<file path="src/rtl/rtcfe_pkg.sv">
package rtcfe_pkg;

  localparam int REG_W  = 32;
  localparam int WORD_W = 16;
  localparam int BYTE_W = 8;

  // word-aligned byte offsets
  localparam int OFS_CTRL   = 'h00;
  localparam int OFS_STAT   = 'h04;
  localparam int OFS_STATIC = 'h10;

  // control word fields
  localparam int POS_SCLK  = 0;
  localparam int POS_SEN   = 1;
  localparam int POS_SDI   = 2;
  localparam int POS_START = 17;
  localparam int POS_BUSY  = 22;
  localparam int POS_LOW   = 24;

  // status word fields
  localparam int POS_DOUT  = 0;
  localparam int POS_READY = 1;

  // analog configuration defaults
  localparam int BIAS_CODE  = 5;
  localparam int BIAS_POS   = 1;
  localparam int VOLT_CODE  = 3;
  localparam int VOLT_POS   = 11;

  typedef struct packed {
    logic sdi;
    logic sen;
    logic sclk;
  } pins_t;

  typedef enum logic [1:0] {
    SER_IDLE = 2'd0,
    SER_LOW  = 2'd1,
    SER_HIGH = 2'd2
  } ser_state_e;

  function automatic logic [WORD_W-1:0] default_static();
    return WORD_W'((BIAS_CODE << BIAS_POS) | (VOLT_CODE << VOLT_POS));
  endfunction

  function automatic int run_cycles(input int half_div);
    return 2 * half_div * WORD_W;
  endfunction

  function automatic logic [REG_W-1:0] pack_ctrl(input logic [BYTE_W-1:0] low,
                                                 input logic busy,
                                                 input pins_t pins);
    logic [REG_W-1:0] w;
    w = '0;
    w[POS_LOW +: BYTE_W] = low;
    w[POS_BUSY]          = busy;
    w[POS_SCLK]          = pins.sclk;
    w[POS_SEN]           = pins.sen;
    w[POS_SDI]           = pins.sdi;
    return w;
  endfunction

  function automatic logic [REG_W-1:0] pack_status(input logic dout, input logic ready);
    logic [REG_W-1:0] w;
    w = '0;
    w[POS_DOUT]  = dout;
    w[POS_READY] = ready;
    return w;
  endfunction

  function automatic logic [REG_W-1:0] pack_static(input logic [BYTE_W-1:0] high,
                                                   input logic busy);
    logic [REG_W-1:0] w;
    w = '0;
    w[BYTE_W-1:0] = high;
    w[POS_BUSY]   = busy;
    return w;
  endfunction

endpackage

</file>
<file path="src/rtl/rtcfe_regs.sv">
module rtcfe_regs
  import rtcfe_pkg::*;
#(
  parameter int ADDR_W = 5
) (
  input  logic                   clk,
  input  logic                   rst_n,
  input  logic                   bus_wr,
  input  logic [ADDR_W-1:0]      bus_addr,
  input  logic [REG_W-1:0]       bus_wdata,
  output logic [REG_W-1:0]       bus_rdata,
  input  logic                   ser_busy_i,
  input  logic                   dout_i,
  input  logic                   ready_i,
  output pins_t                  sw_pins_o,
  output logic                   start_o,
  output logic [WORD_W-1:0]      load_word_o
);

  localparam logic [WORD_W-1:0] RESET_WORD = default_static();

  logic              hit_ctrl, hit_stat, hit_static;
  logic              wr_ctrl, wr_static;
  pins_t             pins_q;
  logic [BYTE_W-1:0] low_q, high_q;
  logic              wdata_unused;

  assign hit_ctrl   = (bus_addr == ADDR_W'(OFS_CTRL));
  assign hit_stat   = (bus_addr == ADDR_W'(OFS_STAT));
  assign hit_static = (bus_addr == ADDR_W'(OFS_STATIC));

  // writes are dropped while the serializer owns the link
  assign wr_ctrl   = bus_wr && hit_ctrl   && !ser_busy_i;
  assign wr_static = bus_wr && hit_static && !ser_busy_i;

  always_ff @(posedge clk or negedge rst_n) begin
    if (!rst_n) begin
      pins_q <= '0;
      low_q  <= RESET_WORD[BYTE_W-1:0];
      high_q <= RESET_WORD[WORD_W-1:BYTE_W];
    end else begin
      if (wr_ctrl) begin
        pins_q.sclk <= bus_wdata[POS_SCLK];
        pins_q.sen  <= bus_wdata[POS_SEN];
        pins_q.sdi  <= bus_wdata[POS_SDI];
        low_q       <= bus_wdata[POS_LOW +: BYTE_W];
      end
      if (wr_static) begin
        high_q <= bus_wdata[BYTE_W-1:0];
      end
    end
  end

  assign start_o     = wr_ctrl && bus_wdata[POS_START];
  assign load_word_o = {high_q, bus_wdata[POS_LOW +: BYTE_W]};
  assign sw_pins_o   = pins_q;

  assign wdata_unused = ^{bus_wdata[23:18], bus_wdata[16:8]};

  always_comb begin
    bus_rdata = '0;
    if (hit_ctrl)   bus_rdata = pack_ctrl(low_q, ser_busy_i, pins_q);
    if (hit_stat)   bus_rdata = pack_status(dout_i, ready_i);
    if (hit_static) bus_rdata = pack_static(high_q, ser_busy_i);
  end

  // software state stays frozen for the whole run
  a_r8_frozen_while_busy : assert property (@(posedge clk) disable iff (!rst_n)
    (ser_busy_i && $past(ser_busy_i)) |-> ($stable(pins_q) && $stable(low_q) && $stable(high_q)))
    else $error("a_r8_frozen_while_busy");

endmodule

</file>
<file path="src/rtl/rtcfe_bitclk.sv">
module rtcfe_bitclk #(
  parameter int HALF_DIV = 4
) (
  input  logic clk,
  input  logic rst_n,
  input  logic run_i,
  output logic phase_end_o
);

  generate
    if (HALF_DIV == 1) begin : g_nodiv
      assign phase_end_o = run_i;
    end else begin : g_div
      localparam int CW = $clog2(HALF_DIV);
      logic [CW-1:0] cnt_q;

      assign phase_end_o = run_i && (cnt_q == CW'(HALF_DIV - 1));

      always_ff @(posedge clk or negedge rst_n) begin
        if (!rst_n)                     cnt_q <= '0;
        else if (!run_i || phase_end_o) cnt_q <= '0;
        else                            cnt_q <= cnt_q + 1'b1;
      end
    end
  endgenerate

endmodule

</file>
<file path="src/rtl/rtcfe_shifter.sv">
module rtcfe_shifter
  import rtcfe_pkg::*;
#(
  parameter int HALF_DIV = 4
) (
  input  logic              clk,
  input  logic              rst_n,
  input  logic              start_i,
  input  logic [WORD_W-1:0] load_word_i,
  input  logic              phase_end_i,
  output logic              busy_o,
  output logic              sclk_o,
  output logic              sdi_o,
  output logic              done_o
);

  localparam int BCW   = $clog2(WORD_W);
  localparam int TOTAL = run_cycles(HALF_DIV);
  localparam int RCW   = $clog2(TOTAL + 1);

  ser_state_e        state_q;
  logic [WORD_W-1:0] shreg_q;
  logic [BCW-1:0]    bitcnt_q;
  logic              last_bit;

  assign last_bit = (bitcnt_q == BCW'(WORD_W - 1));
  assign done_o   = (state_q == SER_HIGH) && phase_end_i && last_bit;
  assign busy_o   = (state_q != SER_IDLE);
  assign sclk_o   = (state_q == SER_HIGH);
  assign sdi_o    = shreg_q[WORD_W-1];

  always_ff @(posedge clk or negedge rst_n) begin
    if (!rst_n) begin
      state_q  <= SER_IDLE;
      shreg_q  <= '0;
      bitcnt_q <= '0;
    end else begin
      unique case (state_q)
        SER_IDLE: if (start_i) begin
          shreg_q  <= load_word_i;
          bitcnt_q <= '0;
          state_q  <= SER_LOW;
        end
        SER_LOW: if (phase_end_i) state_q <= SER_HIGH;
        SER_HIGH: if (phase_end_i) begin
          if (last_bit) begin
            state_q <= SER_IDLE;
          end else begin
            shreg_q  <= shreg_q << 1;
            bitcnt_q <= bitcnt_q + 1'b1;
            state_q  <= SER_LOW;
          end
        end
        default: state_q <= SER_IDLE;
      endcase
    end
  end

  // run-length observer for the checks below
  logic [RCW-1:0] run_len_q;
  always_ff @(posedge clk or negedge rst_n) begin
    if (!rst_n)      run_len_q <= '0;
    else if (busy_o) run_len_q <= run_len_q + 1'b1;
    else             run_len_q <= '0;
  end

  // each run lasts exactly 2*HALF_DIV cycles per bit
  a_r6_run_length : assert property (@(posedge clk) disable iff (!rst_n)
    $fell(busy_o) |-> (run_len_q == RCW'(TOTAL)))
    else $error("a_r6_run_length");

  // a run only begins after a start request
  a_r5_run_needs_start : assert property (@(posedge clk) disable iff (!rst_n)
    $rose(busy_o) |-> $past(start_i))
    else $error("a_r5_run_needs_start");

  // data-in held while the serial clock is high
  a_r7_sdi_held_high : assert property (@(posedge clk) disable iff (!rst_n)
    (sclk_o && $past(sclk_o)) |-> $stable(sdi_o))
    else $error("a_r7_sdi_held_high");

endmodule

</file>
<file path="src/rtl/rtc_front_end.sv">
module rtc_front_end
  import rtcfe_pkg::*;
#(
  parameter int ADDR_W   = 5,
  parameter int HALF_DIV = 4
) (
  input  logic              clk,
  input  logic              rst_n,
  input  logic              bus_wr,
  input  logic [ADDR_W-1:0] bus_addr,
  input  logic [31:0]       bus_wdata,
  output logic [31:0]       bus_rdata,
  output logic              rtc_sclk,
  output logic              rtc_sen,
  output logic              rtc_sdi,
  input  logic              rtc_sdo,
  input  logic              rtc_ready
);

  pins_t             sw_pins;
  logic              start_req;
  logic [WORD_W-1:0] load_word;
  logic              ser_busy, ser_sclk, ser_sdi, ser_done;
  logic              phase_end;

  rtcfe_regs #(.ADDR_W(ADDR_W)) i_regs (
    .clk         (clk),
    .rst_n       (rst_n),
    .bus_wr      (bus_wr),
    .bus_addr    (bus_addr),
    .bus_wdata   (bus_wdata),
    .bus_rdata   (bus_rdata),
    .ser_busy_i  (ser_busy),
    .dout_i      (rtc_sdo),
    .ready_i     (rtc_ready),
    .sw_pins_o   (sw_pins),
    .start_o     (start_req),
    .load_word_o (load_word)
  );

  rtcfe_bitclk #(.HALF_DIV(HALF_DIV)) i_bitclk (
    .clk         (clk),
    .rst_n       (rst_n),
    .run_i       (ser_busy),
    .phase_end_o (phase_end)
  );

  rtcfe_shifter #(.HALF_DIV(HALF_DIV)) i_shifter (
    .clk         (clk),
    .rst_n       (rst_n),
    .start_i     (start_req),
    .load_word_i (load_word),
    .phase_end_i (phase_end),
    .busy_o      (ser_busy),
    .sclk_o      (ser_sclk),
    .sdi_o       (ser_sdi),
    .done_o      (ser_done)
  );

  // pin ownership: serializer while busy, software otherwise
  assign rtc_sclk = ser_busy ? ser_sclk : sw_pins.sclk;
  assign rtc_sen  = ser_busy ? 1'b1     : sw_pins.sen;
  assign rtc_sdi  = ser_busy ? ser_sdi  : sw_pins.sdi;

  // enable asserted for the whole run
  a_r7_enable_during_run : assert property (@(posedge clk) disable iff (!rst_n)
    ser_busy |-> rtc_sen)
    else $error("a_r7_enable_during_run");

  // completion pulse ends the run on the next edge
  a_r6_done_ends_run : assert property (@(posedge clk) disable iff (!rst_n)
    ser_done |=> !ser_busy)
    else $error("a_r6_done_ends_run");

endmodule

</file>
<file path="config.mk">
export PLATFORM = sky130hd
export DESIGN_NAME = rtc_front_end
export DESIGN_NICKNAME = d
export VERILOG_FILES = /design/src/rtl/rtcfe_pkg.sv /design/src/rtl/rtcfe_regs.sv /design/src/rtl/rtcfe_bitclk.sv /design/src/rtl/rtcfe_shifter.sv /design/src/rtl/rtc_front_end.sv
export SDC_FILE = /design/constraint.sdc
export NUM_CORES = 1
export LEC_CHECK = 0
export BUFFER_PORTS_ARGS = -buffer_cell sky130_fd_sc_hd__buf_2
export CAP_MARGIN = 10
export CORE_MARGIN = 10
export CORE_UTILIZATION = 50
export DETAILED_ROUTE_END_ITERATION = 16
export GPL_TIMING_DRIVEN = 0
export PLACE_DENSITY = 0.81
export SYNTH_ARGS = -nofsm -noshare
export SYNTH_HDL_FRONTEND = slang
export SYNTH_SLANG_ARGS = --single-unit
export TNS_END_PERCENT = 5
</file>
<file path="constraint.sdc">
create_clock -name clk -period 5.1 [get_ports clk]
set_input_delay 0.255 -clock clk [delete_from_list [all_inputs] [get_ports clk]]
set_output_delay 0.255 -clock clk [all_outputs]
set_load 0.01 [all_outputs]
</file>
## Word-level counts from Yosys, hierarchy flattened

Cells that the tools add are included.

- Bits in registers: 43
- Output and inout port bits: 35

- Add/sub/neg operators: 2
- Eq/ne operators: 10
- Mux-type cells: 20
- Reductions and logical operators: 14

Operators with widths:

| cell | count |
|---|---|
| 2-to-1 mux 32 bit | 3 |
| 2-to-1 mux 16 bit | 3 |
| case mux 16 bit (2 select lines) | 1 |
| 2-to-1 mux 4 bit | 3 |
| 2-to-1 mux 2 bit | 4 |
| case mux 4 bit (2 select lines) | 1 |
| logical AND 1 bit | 6 |
| != test 2 bit (second input constant) | 3 |
| case mux 2 bit (3 select lines) | 1 |
| == test 5 x 3 -> 1 bit (second input constant) | 1 |
| == test 5 bit (second input constant) | 1 |
| zero test 5 bit | 1 |
| adder 4 x 1 -> 4 bit (second input constant) | 1 |
| == test 2 bit (second input constant) | 2 |
| == test 4 bit (second input constant) | 1 |
| 2-to-1 mux 1 bit | 4 |
| AND reduction 4 bit | 1 |
| nonzero test 2 bit | 2 |
| AND reduction 3 bit | 1 |
| adder 2 x 1 -> 2 bit (second input constant) | 1 |
| == test 2 x 1 -> 1 bit (second input constant) | 1 |
| zero test 2 bit | 1 |
| != test 2 x 1 -> 1 bit (second input constant) | 1 |
| zero test 1 bit | 1 |
| logical OR 1 bit | 1 |

## Depth between registers and ports, before layout

Gate-level depths: netlist of run 1.

- Depth after elaboration: 6
- Mapped depth: 6
- Gate-level depth less buffers: 5

## Hierarchy

A second synthesis of run 1 with hierarchy kept.

- Cells, all modules: 191
- Area total of the unflattened synthesis: 2424.8 sq um

Modules (own cells, without submodules):

| module | times used | cells an instance | area each (sq um) |
|---|---|---|---|
| rtcfe_shifter | 1 | 87 | 1181.1 |
| rtcfe_regs | 1 | 95 | 1123.6 |
| rtcfe_bitclk | 1 | 6 | 91.3 |
| rtc_front_end | 1 | 3 | 28.8 |

## Worst setup path after synthesis of run 1

No wires, ideal clock.

- Path type: reg2reg
- Start: register i_shifter.state_q[1]
- End: register i_shifter.shreg_q[11]
- Setup time: 0.127 ns
- Data arrival time: 1.744 ns
- Data required time: 4.973 ns
- Path slack: 3.228 ns
- Stages on the path, launching flop included: 6
- Buffers on the path: 1
- Clock period less this slack: 1.872 ns
- Path through: dfrtp_1 > or4b_4 > nor3_4 > a21o_4 > buf_6 > mux2_1

- Longest elaborated chain between the ends: 6
- Elaborated cells on any way between the ends: 13
- Those cells by class: eq/ne: 4; mux: 1; reduce/logical: 8

Ends and longest elaborated chain:

| element | RTL line | RTL |
|---|---|---|
| from (decl) | rtcfe_shifter.sv:21 | `ser_state_e state_q;` |
| from (signal assigned) | rtcfe_shifter.sv:34 | `state_q <= SER_IDLE;` |
| from (signal assigned) | rtcfe_shifter.sv:42 | `state_q <= SER_LOW;` |
| from (signal assigned) | rtcfe_shifter.sv:44 | `SER_LOW: if (phase_end_i) state_q <= SER_HIGH;` |
| nonzero test 2 bit | rtcfe_shifter.sv:28 | `assign busy_o = (state_q != SER_IDLE);` |
| zero test 1 bit | rtcfe_regs.sv:33 | `assign wr_ctrl = bus_wr && hit_ctrl && !ser_busy_i;` |
| logical AND 1 bit | rtcfe_regs.sv:33 |  |
| logical AND 1 bit | rtcfe_regs.sv:54 | `assign start_o = wr_ctrl && bus_wdata[POS_START];` |
| != test 2 bit (no line) | -- |  |
| AND reduction 4 bit (no line) | -- |  |
| to (signal assigned) | rtcfe_shifter.sv:40 | `shreg_q <= load_word_i;` |
| to (signal assigned) | rtcfe_shifter.sv:49 | `shreg_q <= shreg_q << 1;` |
| to (decl) | rtcfe_shifter.sv:22 | `logic [WORD_W-1:0] shreg_q;` |

Parallel ways exist; a longest one is shown, timed or not.
A chain may end at the register's enable or synchronous reset.

## Worst setup path after layout of run 1

- Start: input bus_addr[1]
- End: output bus_rdata[2]

- Longest elaborated chain between the ends: 4
- Elaborated cells on any way between the ends: 6
- Those cells by class: eq/ne: 2; mux: 3; reduce/logical: 1

Ends and longest elaborated chain:

| element | RTL line | RTL |
|---|---|---|
| from (decl) | rtc_front_end.sv:10 | `input logic [ADDR_W-1:0] bus_addr,` |
| zero test 5 bit | rtcfe_regs.sv:28 | `assign hit_ctrl = (bus_addr == ADDR_W'(OFS_CTRL));` |
| 2-to-1 mux 32 bit | rtcfe_regs.sv:62 | `if (hit_ctrl) bus_rdata = pack_ctrl(low_q, ser_busy_i, pins_q);` |
| 2-to-1 mux 32 bit | rtcfe_regs.sv:63 | `if (hit_stat) bus_rdata = pack_status(dout_i, ready_i);` |
| 2-to-1 mux 32 bit * | rtcfe_regs.sv:64 | `if (hit_static) bus_rdata = pack_static(high_q, ser_busy_i);` |
| to (decl) | rtc_front_end.sv:12 | `output logic [31:0] bus_rdata,` |

Every way passes the cells marked *; elsewhere a longest branch is shown, timed or not.

==> out/qor.yml, run 1 <==
status: "finished clean"
die_h_um: 86.9
yosysWarnings: 0
synth_cells: 177
ys.flop_type: "dfrtp_1"
drc: 0
p_seq_share_pct: 48.5
hp-class: "primary input to asynchronous set/reset pin"
arrival_ns: 2.05
start_kind: "primary input"
finalCriticalPeriod_ns: 2.30
grt_use_total_pct: 12.5
synth_edf_count: 0
rrSetupSlack_ns: 3.06
cts_resized: 0
critPathBufInv: 3
combPwrFrac_pct: 17.2
clockRootBuffer: "clkbuf_8"
core.rowCount: 24
setup_tns_ns: 0
cts.sink_count: 43
slowest_stage: "nor3_1"
routed-via-count: 1466
switching_share_pct: 23.6
yosys.cell_types.count: 34
grt_pass1_vias: 1644
area_growth_pct: 21.5
synth-async-reset-ratio_pct: 100
ioPinCount: 77
dr.pass1.iters: 3
fin_skew_ns: 0.00853
rr_worst_depth: 5
pre_cts_ws_ns: 2.78
r2r-end: "i_shifter.shreg_q[13]$_DFFE_PN0P_"
cp_cell_sequence: "buf_2, or3_1, buf_2, nor3_1, a22o_1, buf_2"
cts_max_path_buffers: 2
wl_per_cell_um: 14.9
setup_ws_ns: 2.80
final_nets: 288
fin_crit_sh_pct: 45.1
relSlewSlack_pct: 36.0
avgViaCountPerCell: 4.94
die_area_um2: 7550
max_freq_ghz: 0.435
routed_wirelength_mm: 4.42
core-area_um2: 4350
die_w_um: 86.9
grt_start_max_net_pins: 44
crit_required_ns: 4.85
yosysTopAreaCell: "dfrtp_1"
syn_area_um2: 2240
setup_viol: 0
post_cts_buffers: 0
yosysSeqAreaShare_pct: 48.3
syn_area_per_cell_um2: 12.6
hold_buffers: 0
path_class: "primary input to output port"
slew_viol_final: 0
yosys-top-cells-area: "dfrtp_1 (44%), mux2_2 (18%), mux2_1 (7.6%)"
maxCapViolations: 0
clk_latency_ns: 0.29
final_cell_mix: "buf_2 (47), dfrtp_1 (39), mux2_2 (36)"
hold_viol: 0
dp_hpwl_mm: 3.43
hold_ws_ns: 0.0946
cts_tree: "built"
synth_seq_cells: 43
n_antenna_cell: 0
grt_setup_unrepaired: "false"
crit_family: "simple AND/OR/NAND/NOR gates"
ant_nets: 0
gp_congestion: 0.821
htreeDepth: 2
initial_utilization_pct: 51.4
utilization_pct: 62.4
numCtsBuffers: 5
powerDensity_nw_per_um2: 327
antenna_found_initial: 0
internal_power_uw: 679
dr.first_iter.drc_count: 86
tightest_slew_ns: 0.953
r2r-start: "i_shifter.state_q[1]$_DFFE_PN0P_"
p_switching_uw: 209
vdd_drop_max_mv: 0.227
layout_commonest_cell: "buf_2"
clk_pin_slew_ns: 0.07
p_leak_uw: 0.00141
end_kind: "output port"
drive_above_1_share_pct: 47.8
port_buffers: 46
pwr-share-clk_pct: 34.3
cp_max_fo: 9
overflow: 0
netlist.area_leader.share_pct: 43.6
critPathMaxStageDelay_ns: 0.74
critPathMostFrequentCell: "buf_2"
grt_pass1_wl_mm: 7.60
layout make-up:
class | count | area [µm²]
repair buffers | 46 | 230
plain buffers | 21 | 159
multi-input cells | 125 | 1040
fillers | 342 | 1640
well taps | 52 | 65.1
flip-flops and latches | 43 | 1080
clock buffers | 6 | 72.6
inverters | 2 | 7.51
clock inverters | 2 | 60.1
flip-flops by register name, summed over array words and instances (netlist names):
| register | flops |
|---|---|
| i_shifter.state_q | 2 |
| i_shifter.bitcnt_q | 4 |
| i_regs.high_q | 8 |
| i_regs.sw_pins_o | 3 |
| i_regs.low_q | 8 |
| i_bitclk.g_div.cnt_q | 2 |
| i_shifter.shreg_q | 16 |
cells in the mapped netlist, types with 3 or more instances:
cell type  instances
nand3_1            3
nor2_1             7
mux2_2            36
mux2_1            15
dfrtp_1           39
buf_4             16
a21oi_1            4
mux2i_1            4
nor2b_1            4
nor3_1             3
and2_1            13
dfstp_2            4
how the worst max path moves through the flow:
stage                                        end                              from  slack (ns)  cells past startpoint
2_1_floorplan  i_shifter.shreg_q[11]$_DFFE_PN0P_  i_shifter.state_q[1]$_DFFE_PN0P_        3.23                      5
6_report                            bus_rdata[2]                       bus_addr[1]        2.80                      6
3_3_place_gp                        bus_rdata[2]                       bus_addr[1]        2.80                      6
4_1_cts                             bus_rdata[2]                       bus_addr[1]        2.78                      6
3_5_place_dp                        bus_rdata[2]                       bus_addr[1]        2.78                      6
5_1_grt                             bus_rdata[2]                       bus_addr[1]        2.62                      6
power groups by stage:
stage / Combinational, µW / Clock, µW / Sequential, µW
3_3_place_gp: 149 / 0 / 435
2_1_floorplan: 113 / 0 / 427
5_1_grt: 175 / 332 / 439
3_5_place_dp: 155 / 0 / 438
4_1_cts: 155 / 315 / 432
6_report: 153 / 304 / 431
per-stage QoR:
step | cells | total power [µW] | instance area [µm²]
final | 297 | 889 | 2720
after global routing | 297 | 946 | 2720
after floorplan | 191 | 539 | 2290
after CTS | 297 | 903 | 2720
after global placement | 289 | 585 | 2580
after detailed placement | 289 | 593 | 2580
routing by layer:
layer / global-route usage, % / routed length [µm]
met5: 0 / 0
met4: 5.89 / 74
met3: 4.96 / 353
met2: 20.5 / 2140
met1: 13.8 / 1850
kinds of logic (layout without fill, tap and decap cells):
kind of cell,after synthesis,count (layout),synth area share (%)
multiplexers,55,55,27.5
flip-flops,43,43,48.3
AND/OR/NAND/NOR,42,42,12.1
buffers and inverters,23,77,7.44
AO/OA/AOI/OAI,11,11,3.36
adder cells (fa/ha/maj),2,2,1.12
other,1,15,0.168
Power figures use the tool's default switching activity.
==> run 2: changes to the inputs <==
==> constraint.sdc (replaced) <==
create_clock -name clk -period 2.2 [get_ports clk]
set_input_delay 0.11 -clock clk [delete_from_list [all_inputs] [get_ports clk]]
set_output_delay 0.11 -clock clk [all_outputs]
set_load 0.01 [all_outputs]
==> out/qor.yml, run 2 (synthesis results as in run 1) <==
dr.first_iter.drc_count: 104
grt_pass1_vias: 1635
clockRootBuffer: "clkbuf_8"
drive_above_1_share_pct: 48.0
hp-start: "bus_wdata[6]"
dr.pass1.iters: 4
post_cts_buffers: 0
core.rowCount: 24
grt_setup_unrepaired: "false"
maxCapViolations: 0
hold_ws_ns: 0.0476
grt_use_total_pct: 12.5
cts_max_path_buffers: 2
die_w_um: 86.9
numCtsBuffers: 5
max_freq_ghz: 0.490
gp_congestion: 0.821
end_kind: "register"
hp-class: "primary input to register"
layout_commonest_cell: "buf_2"
port_buffers: 46
cts.sink_count: 43
r2r-start: "i_shifter.state_q[1]$_DFFE_PN0P_"
initial_utilization_pct: 51.4
ant_nets: 0
routed_wirelength_mm: 4.44
htreeDepth: 2
p_leak_uw: 0.00142
area_growth_pct: 22.0
routed-via-count: 1481
tightest_slew_ns: 0.952
arrival_ns: 2.21
setup_viol: 0
finalCriticalPeriod_ns: 2.04
overflow: 0
largest_register: "i_shifter.shreg_q"
dp_hpwl_mm: 3.43
avgViaCountPerCell: 4.97
relSlewSlack_pct: 36.1
cp_max_fo: 10
hold_viol: 0
largest_reg_flops: 16
wl_per_cell_um: 14.9
antenna_found_initial: 0
cts_tree: "built"
fin_skew_ns: 0.0107
n_fill_cell: 343
startpoint: "i_shifter.state_q[1]$_DFFE_PN0P_"
powerDensity_nw_per_um2: 757
largestRegisters: "i_shifter.shreg_q: 16 flops, i_regs.high_q: 8 flops, i_regs.low_q: 8 flops"
final_nets: 289
die_area_um2: 7550
final_cell_mix: "buf_2 (47), dfrtp_1 (39), mux2_2 (36)"
ioPinCount: 77
fin_crit_sh_pct: 92.7
core-area_um2: 4350
drc: 0
die_h_um: 86.9
crit_required_ns: 2.37
grt_start_max_net_pins: 44
status: "finished clean"
start_kind: "register"
grt_pass1_wl_mm: 7.63
setup_tns_ns: 0
path_class: "register to register"
clk_latency_ns: 0.30
clk_pin_slew_ns: 0.08
n_antenna_cell: 0
slew_viol_final: 0
vdd_drop_max_mv: 0.526
[run 2: changes by cell type in the layout (fill, tap and decap cells not counted), sizes merged]
cell,before,now
dlygate4sd3,0,1
[run 2: path summary, 6_finish.rpt]
kind | to | slack (ns) | depth (start not counted)
max | i_shifter.shreg_q[13]$_DFFE_PN0P_ | 0.16 | 5
min | i_regs.high_q[6]$_DFFE_PN0P_ | 0.05 | 2
max reg2reg | i_shifter.shreg_q[13]$_DFFE_PN0P_ | 0.16 | 5
min reg2reg | i_bitclk.g_div.cnt_q[0]$_DFF_PN0_ | 0.44 | 1
max in group asynchronous | i_shifter.shreg_q[0]$_DFFE_PN0P_ | 1.13 | 2
min in group asynchronous | i_regs.low_q[7]$_DFFE_PN0P_ | 0.49 | 2
[run 2: metal layers]
metal	part of all wire [%]	GRT usage [%]	wire length, µm
met1	42	14.2	1850
met2	49	20.2	2160
met3	8.0	4.96	354
met4	1.7	5.89	74
met5	0	0	0
[run 2: where the power goes]
part | leakage [µW] | total (µW) | internal (µW) | switching [µW]
clock | 0.0000654 | 710 | 454 | 257
combinational | 0.000809 | 357 | 201 | 155
sequential | 0.000546 | 999 | 920 | 78.9
total | 0.00142 | 2070 | 1580 | 490
[run 2: per-stage QoR]
stage | utilization [%] | instance area [µm²] | total power (µW) | setup WS [ns] | instances
2_1_floorplan | - | 2290 | 1250 | 0.328 | 191
3_3_place_gp | 59.3 | 2580 | 1360 | 0.166 | 289
3_5_place_dp | 59.3 | 2580 | 1380 | 0.117 | 289
4_1_cts | 62.6 | 2730 | 2090 | 0.125 | 298
5_1_grt | 62.6 | 2730 | 2190 | 0.0121 | 298
6_report | 62.6 | 2730 | 2070 | 0.161 | 298
[run 2: area by class of cell]
| class | instances | area [µm²] | area share, % |
|---|---|---|---|
| plain buffers | 21 | 160 | 5.87 |
| clock buffers | 6 | 72.6 | 2.66 |
| clock inverters | 2 | 60.1 | 2.20 |
| inverters | 2 | 7.51 | 0.275 |
| multi-input cells | 125 | 1040 | 38.2 |
| flip-flops and latches | 43 | 1080 | 39.6 |
| well taps | 52 | 65.1 | 2.39 |
| repair buffers | 47 | 240 | 8.81 |
[run 2: worst max-delay path: stages, from the launching register on]
cell and delay, ns:
dfrtp_1 0.45, or4b_4 0.55, nor3_4 0.27, a21o_4 0.19, buf_6 0.14, mux2_1 0.33
[run 2: repair_timing]
item / in CTS / in global routing
hold endpoints to repair: 39 / 0
hold buffers: 1 / 0
endpoints found under the setup margin: 0 / 1
gates resized for setup: 0 / 2
